===== src/rtl/pgwr_pkg.sv =====
package pgwr_pkg;
   typedef enum logic [1:0] {
      SS_IDLE = 2'd0,
      SS_LOAD = 2'd1,
      SS_REJ  = 2'd2
   } sess_st_t;
endpackage


===== src/rtl/pgwr_buf.sv =====
module pgwr_buf #(
   parameter int PAGE_BYTES = 16,
   parameter int DATA_W     = 8,
   parameter int OFF_W      = $clog2(PAGE_BYTES)
) (
   input  logic                         clk,
   input  logic                         rst_n,
   input  logic                         clr,
   input  logic                         wr_en,
   input  logic [OFF_W-1:0]             wr_off,
   input  logic [DATA_W-1:0]            wr_data,
   output logic [PAGE_BYTES*DATA_W-1:0] page_data,
   output logic [PAGE_BYTES-1:0]        page_mask
);
   for (genvar i = 0; i < PAGE_BYTES; i++) begin : g_lane
      logic [DATA_W-1:0] lane_q;
      logic              vld_q;
      always_ff @(posedge clk or negedge rst_n) begin
         if (!rst_n) begin
            lane_q <= '0;
            vld_q  <= 1'b0;
         end else if (clr) begin
            vld_q  <= 1'b0;
         end else if (wr_en && (wr_off == OFF_W'(i))) begin
            lane_q <= wr_data;
            vld_q  <= 1'b1;
         end
      end
      assign page_data[i*DATA_W +: DATA_W] = lane_q;
      assign page_mask[i]                  = vld_q;
   end
endmodule


===== src/rtl/pgwr_guard.sv =====
module pgwr_guard (
   input  logic clk,
   input  logic rst_n,
   input  logic clr,
   input  logic arm,
   input  logic wp_strobe,
   input  logic wp_pin,
   input  logic upper,
   output logic refuse
);
   logic wp_q;

   always_ff @(posedge clk or negedge rst_n) begin
      if (!rst_n)                wp_q <= 1'b0;
      else if (clr)              wp_q <= 1'b0;
      else if (arm && wp_strobe) wp_q <= wp_pin;
   end

   assign refuse = wp_q && upper;


   wp_latch_window_chk: assert property (@(posedge clk) disable iff (!rst_n)
      (!$past(arm) && !$past(clr)) |-> $stable(wp_q));
endmodule


===== src/rtl/pgwr_timer.sv =====
module pgwr_timer #(
   parameter int WR_CYCLES = 625000,
   parameter int CNT_W     = $clog2(WR_CYCLES + 1)
) (
   input  logic clk,
   input  logic rst_n,
   input  logic start,
   output logic busy
);
   logic [CNT_W-1:0] cnt_q;
   logic             busy_q;

   always_ff @(posedge clk or negedge rst_n) begin
      if (!rst_n) begin
         busy_q <= 1'b0;
         cnt_q  <= '0;
      end else if (start) begin
         busy_q <= 1'b1;
         cnt_q  <= CNT_W'(WR_CYCLES - 1);
      end else if (busy_q) begin
         if (cnt_q == '0) busy_q <= 1'b0;
         else             cnt_q  <= cnt_q - 1'b1;
      end
   end

   assign busy = busy_q;


   busy_rise_cause_chk: assert property (@(posedge clk) disable iff (!rst_n)
      $rose(busy_q) |-> $past(start));

   busy_after_start_chk: assert property (@(posedge clk) disable iff (!rst_n)
      start |=> busy_q);
endmodule


===== src/rtl/pgwr_ctrl.sv =====
module pgwr_ctrl #(
   parameter int ADDR_W     = 9,
   parameter int PAGE_BYTES = 16,
   parameter int DATA_W     = 8,
   parameter int WR_CYCLES  = 625000
) (
   input  logic                                  clk,
   input  logic                                  rst_n,
   input  logic                                  bus_start,
   input  logic                                  bus_stop,
   input  logic                                  sess_begin,
   input  logic [ADDR_W-1:0]                     sess_addr,
   input  logic                                  wp_strobe,
   input  logic                                  wp_pin,
   input  logic                                  byte_vld,
   input  logic [DATA_W-1:0]                     byte_data,
   output logic                                  byte_ack,
   output logic                                  byte_nak,
   output logic                                  busy,
   output logic                                  arr_we,
   output logic [ADDR_W-$clog2(PAGE_BYTES)-1:0]  arr_page,
   output logic [PAGE_BYTES-1:0]                 arr_mask,
   output logic [PAGE_BYTES*DATA_W-1:0]          arr_data
);
   import pgwr_pkg::*;

   localparam int OFF_W  = $clog2(PAGE_BYTES);
   localparam int PAGE_W = ADDR_W - OFF_W;

   if ((1 << OFF_W) != PAGE_BYTES) begin : g_bad_page
      $error("PAGE_BYTES must be a power of two");
   end
   if (PAGE_W < 1) begin : g_bad_addr
      $error("ADDR_W must exceed the page offset width");
   end
   if (WR_CYCLES < 1) begin : g_bad_time
      $error("WR_CYCLES must be at least 1");
   end

   sess_st_t          st_q;
   logic [OFF_W-1:0]  off_q;
   logic [PAGE_W-1:0] page_q;
   logic              first_q;
   logic              ack_q, nak_q, we_q;

   logic sess_ok, clr, refuse, take, rej_now, commit;

   assign sess_ok = sess_begin && !busy;
   assign clr     = bus_start || sess_ok;
   assign take    = byte_vld && (st_q == SS_LOAD) && !(first_q && refuse);
   assign rej_now = byte_vld && (st_q == SS_LOAD) && first_q && refuse;
   assign commit  = bus_stop && (st_q == SS_LOAD) && (arr_mask != '0);

   always_ff @(posedge clk or negedge rst_n) begin
      if (!rst_n) begin
         st_q    <= SS_IDLE;
         off_q   <= '0;
         page_q  <= '0;
         first_q <= 1'b0;
         ack_q   <= 1'b0;
         nak_q   <= 1'b0;
         we_q    <= 1'b0;
      end else begin
         ack_q <= take;
         nak_q <= byte_vld && !take;
         we_q  <= commit;
         if (sess_ok) begin
            st_q    <= SS_LOAD;
            off_q   <= sess_addr[OFF_W-1:0];
            page_q  <= sess_addr[ADDR_W-1:OFF_W];
            first_q <= 1'b1;
         end else begin
            if (bus_start || bus_stop) st_q <= SS_IDLE;
            else if (rej_now)          st_q <= SS_REJ;
            if (take) begin
               off_q   <= off_q + 1'b1;
               first_q <= 1'b0;
            end
         end
      end
   end

   pgwr_buf #(
      .PAGE_BYTES (PAGE_BYTES),
      .DATA_W     (DATA_W)
   ) u_buf (
      .clk       (clk),
      .rst_n     (rst_n),
      .clr       (clr),
      .wr_en     (take),
      .wr_off    (off_q),
      .wr_data   (byte_data),
      .page_data (arr_data),
      .page_mask (arr_mask)
   );

   pgwr_guard u_guard (
      .clk       (clk),
      .rst_n     (rst_n),
      .clr       (clr),
      .arm       ((st_q == SS_LOAD) && first_q),
      .wp_strobe (wp_strobe),
      .wp_pin    (wp_pin),
      .upper     (page_q[PAGE_W-1]),
      .refuse    (refuse)
   );

   pgwr_timer #(
      .WR_CYCLES (WR_CYCLES)
   ) u_timer (
      .clk   (clk),
      .rst_n (rst_n),
      .start (commit),
      .busy  (busy)
   );

   assign byte_ack = ack_q;
   assign byte_nak = nak_q;
   assign arr_we   = we_q;
   assign arr_page = page_q;


   ack_after_strobe_chk: assert property (@(posedge clk) disable iff (!rst_n)
      (byte_ack || byte_nak) |-> $past(byte_vld));

   ack_nak_excl_chk: assert property (@(posedge clk) disable iff (!rst_n)
      !(byte_ack && byte_nak));

   page_fixed_chk: assert property (@(posedge clk) disable iff (!rst_n)
      ((st_q == SS_LOAD) && $past(st_q == SS_LOAD)) |-> $stable(page_q));

   we_after_stop_chk: assert property (@(posedge clk) disable iff (!rst_n)
      arr_we |-> $past(bus_stop));

   we_mask_nonempty_chk: assert property (@(posedge clk) disable iff (!rst_n)
      arr_we |-> (arr_mask != '0));

   we_with_busy_chk: assert property (@(posedge clk) disable iff (!rst_n)
      arr_we |-> busy);

   busy_no_ack_chk: assert property (@(posedge clk) disable iff (!rst_n)
      (busy && $past(busy) && $past(byte_vld)) |-> !byte_ack);
endmodule


===== config.mk =====
export PLATFORM = sky130hd
export DESIGN_NAME = pgwr_ctrl
export DESIGN_NICKNAME = d
export VERILOG_FILES = /design/src/rtl/pgwr_pkg.sv /design/src/rtl/pgwr_buf.sv /design/src/rtl/pgwr_guard.sv /design/src/rtl/pgwr_timer.sv /design/src/rtl/pgwr_ctrl.sv
export SDC_FILE = /design/constraint.sdc
export NUM_CORES = 1
export LEC_CHECK = 0
export ABC_AREA = 1
export BUFFER_PORTS_ARGS = -buffer_cell sky130_fd_sc_hd__buf_2
export CAP_MARGIN = 20
export CORE_MARGIN = 2
export CORE_UTILIZATION = 48
export DETAILED_ROUTE_END_ITERATION = 8
export PLACE_DENSITY = 0.85
export SLEW_MARGIN = 20
export SYNTH_ARGS = -nofsm -noshare
export SYNTH_HDL_FRONTEND = slang
export SYNTH_SLANG_ARGS = --single-unit

===== constraint.sdc =====
create_clock -name clk -period 1.54 [get_ports clk]
set_clock_uncertainty 0.05 [all_clocks]
set_input_delay 0.308 -clock clk [delete_from_list [all_inputs] [get_ports clk]]
set_output_delay 0.308 -clock clk [all_outputs]
set_load 0.02 [all_outputs]

==> flow_summary.toml <==
[logic_synthesis]
ys_seq_area_share_pct = 61.32
yosysUniqueCellTypes = 26
yosysWarnings = 0
yosys.area_share.simple_pct = 19.53
netlist_area_um2 = 7386
syn_nets = 841
syn_area_per_cell_um2 = 9.118
synth_seq_cells = 181
synth_compound_area_share_pct = 11.08
synthAdderAreaFrac_pct = 1.016
synthCells = 810
synthXorXnorAreaFrac_pct = 0.3558
synth_top_family_by_area = "simple AND/OR/NAND/NOR gates"
muxShareOfSynthArea_pct = 0

[floorplanning]
start_util_pct = 48.76
die_h_um = 128.0
core_um2 = 15150
die_w_um = 128.0
die_area_um2 = 16400
top_level_ports = 178
rows = 45

[cells_and_area]
drive_gt1_share_pct = 47.20
area_growth_pct = 47.57
stdcell_area_um2 = 10900
fin_nets = 1107

[clocking]
cts.clk_slew.worst_paths_ns = 0.08
cts-root-buf = "clkbuf_16"
clock_latency_ns = 0.45
clock_path_buffers = 2
cts_tree = "yes"
htreeDepth = 4
numCtsBuffers = 17
clock_sinks = 181

[worst_setup_path]
timing.critical_path.buf_inv = 4
regToRegSetupSlack_ns = -0.25
start_kind = "register"
timing_worst_setup_path_type = "reg2reg"
crit_required_ns = 1.82
crit_path_cell_trace = "inv_2 > nand2_4 > nor2_4 > o21ai_4 > inv_2 > nand2_4 > buf_12 > clkinv_8 > nand2_4 > o21ai_0"
cpMostUsedCell = "nand2_4"
crit_path_top_delay_cell = "dfrtp_1"
path_max_fanout = 8
slowest_delay_ns = 0.40
endpoint_kind = "register"
path_delay_family = "buffers and inverters"
cp.arrival_ns = 2.06

[power_and_ir_drop]
p_leak_nw = 5.733
power.ir.vdd_worst_uv = 940.2
power_density_nw_per_um2 = 1043

[worst_hold_path]
hold_class = "in2reg"

[placement]
port_buffers = 177
place_hpwl_mm = 14.25
pre_cts_ws_ns = -0.1930
gp_congestion = 0.9477
placedInstanceArea_um2 = 8932

[route]
drt_iter0_markers = 801
drt-pass1-iter-count = 6
num_vias = 7561
wl_per_cell_um = 21.51
drt_wl_total_mm = 27.51
ant_nets = 0
drc = 0
viasPerCell = 5.912

[timing]
maxSlewViolCount = 0
hold_ws_ns = 0.003313
fin_crit_sh_pct = 115.9
rsz0062_at_grt = "yes"
setup_viol = 160
hold_violations = 0
period_minus_slack_ns = 1.785
max_freq_ghz = 0.5601
worst_pin_slew_ns = 0.4069
fin_setup_tns_ns = -14.52
fin_ws_ns = -0.2453
timing.slew.headroom_pct = 72.88

[job]
maxCapViolCount = 0

[grt]
antenna_found_initial = 2
track_usage_pct = 27.83
grt_pass1_vias = 6601
grt_pass1_wl_mm = 34.80
grt_max_degree = 46
overflow = 0

[status]
status = "finished, violations left"
violations = "setup timing"
[cell families after synthesis]
family / Yosys count
buffers and inverters: 105
xor gates and xnor gates: 3
AOI/OAI and AO/OA: 160
adders and majority gates: 6
DFF: 181
and+or+nand+nor: 355
[layout make-up]
cell class	count	area (um2)
multi-input combinational	539	3406
inverter	55	222.7
sequential	181	4533
timing repair buffer	280	1887
clock buffer	22	474.2
fill	935	4247
timing repair inverter	2	23.77
clock inverter	10	112.6
tap	188	235.2
antenna	2	5.005
[Yosys cell counts, drive strengths merged]
cell,number,area [um2]
nand2,254,955.9
dfrtp,181,4529
o21ai,151,759.5
inv,55,206.5
nor2,49,183.9
buf,30,202.7
nand3,30,155.1
clkbuf,20,85.08
nand4,14,87.58
ha,6,75.07
nor3,4,35.03
or2,4,25.02
xor2,3,26.28
a21o,2,15.01
a21oi,2,10.01
o22ai,2,12.51
a21boi,1,7.510
a31oi,1,6.260
o211ai,1,7.510
[flip-flops by register name, summed over array words and instances (netlist names), 2 cells and up]
signal               flops
arr_page                 5
off_q                    4
st_q                     2
u_buf.g_lane.lane_q    128
u_buf.g_lane.vld_q      16
u_timer.cnt_q           20
[per-stage QoR]
stage               instances  utilization (%)  power (mW)
floorplan                 810                -       5.789
global placement         1200            58.98       6.343
detailed placement       1200            58.98       6.387
CTS                      1243            65.18       10.80
global route             1279            71.96       11.67
finish                   1279            71.96       11.37
[per-layer routing]
layer / vias up / global-route usage [%] / share of wire, %
met5: - / 0 / 0
met4: 0 / 14.54 / 6.6
met3: 164 / 7.387 / 9.6
met2: 562 / 44.01 / 48
met1: 3672 / 35.44 / 36
li1: 3163 / - / -
[where the power goes]
| part | leakage [nW] | total (mW) | switching [mW] | internal (mW) |
|---|---|---|---|---|
| clock | 0.291 | 4.42 | 2.01 | 2.41 |
| combinational | 2.98 | 1.82 | 1.11 | 0.710 |
| sequential | 2.46 | 5.13 | 0.199 | 4.93 |
| total | 5.73 | 11.4 | 3.32 | 8.05 |
[placed cells by master, fill, tap and decap left out, types with 4 or more instances in the layout]
cell | netlist | routed
buf_6 | 0 | 16
nand2_2 | 1 | 67
nor2_2 | 0 | 12
buf_2 | 9 | 176
buf_4 | 21 | 74
clkbuf_16 | 0 | 19
o21ai_2 | 1 | 42
nor2_4 | 0 | 10
buf_12 | 0 | 9
nor2_1 | 49 | 27
inv_1 | 55 | 46
nand2_4 | 0 | 24
inv_2 | 0 | 7
nand2_1 | 253 | 160
ha_1 | 6 | 4
dfrtp_1 | 181 | 178
nand2_8 | 0 | 15
nand4_1 | 14 | 14
nand3_1 | 29 | 24
nand3_2 | 1 | 5
o21ai_1 | 1 | 60
o21ai_0 | 149 | 48
nand3_4 | 0 | 4
nor3_4 | 0 | 4
[worst reg2reg max path: cells and delay by family, from the launching register on]
family	cells	cell delay (ns)
simple gates	4	0.37
flops	1	0.40
compound gates	2	0.42
buf+inv	4	0.44
[final timing paths]
check,start,end,cells after the start
min in group asynchronous,rst_n,u_buf.g_lane[2].lane_q[6],2
max in group asynchronous,rst_n,u_buf.g_lane[10].lane_q[3],3
max,st_q[1],u_buf.g_lane[7].lane_q[4],10
max reg2reg,st_q[1],u_buf.g_lane[7].lane_q[4],10
min,sess_addr[4],arr_page[0],3
min reg2reg,u_buf.g_lane[9].lane_q[6],u_buf.g_lane[9].lane_q[6],2
[what timing repair did]
action | 4_1_cts | 5_1_grt
endpoints found under the hold margin | 30 | 0
resized for setup | 78 | 273
pin swaps | 12 | 37
buffers inserted | 6 | 17
setup endpoints to repair | 153 | 162
gates cloned | 4 | 17
hold buffers | 1 | 0
Power figures use the tool's default switching activity.
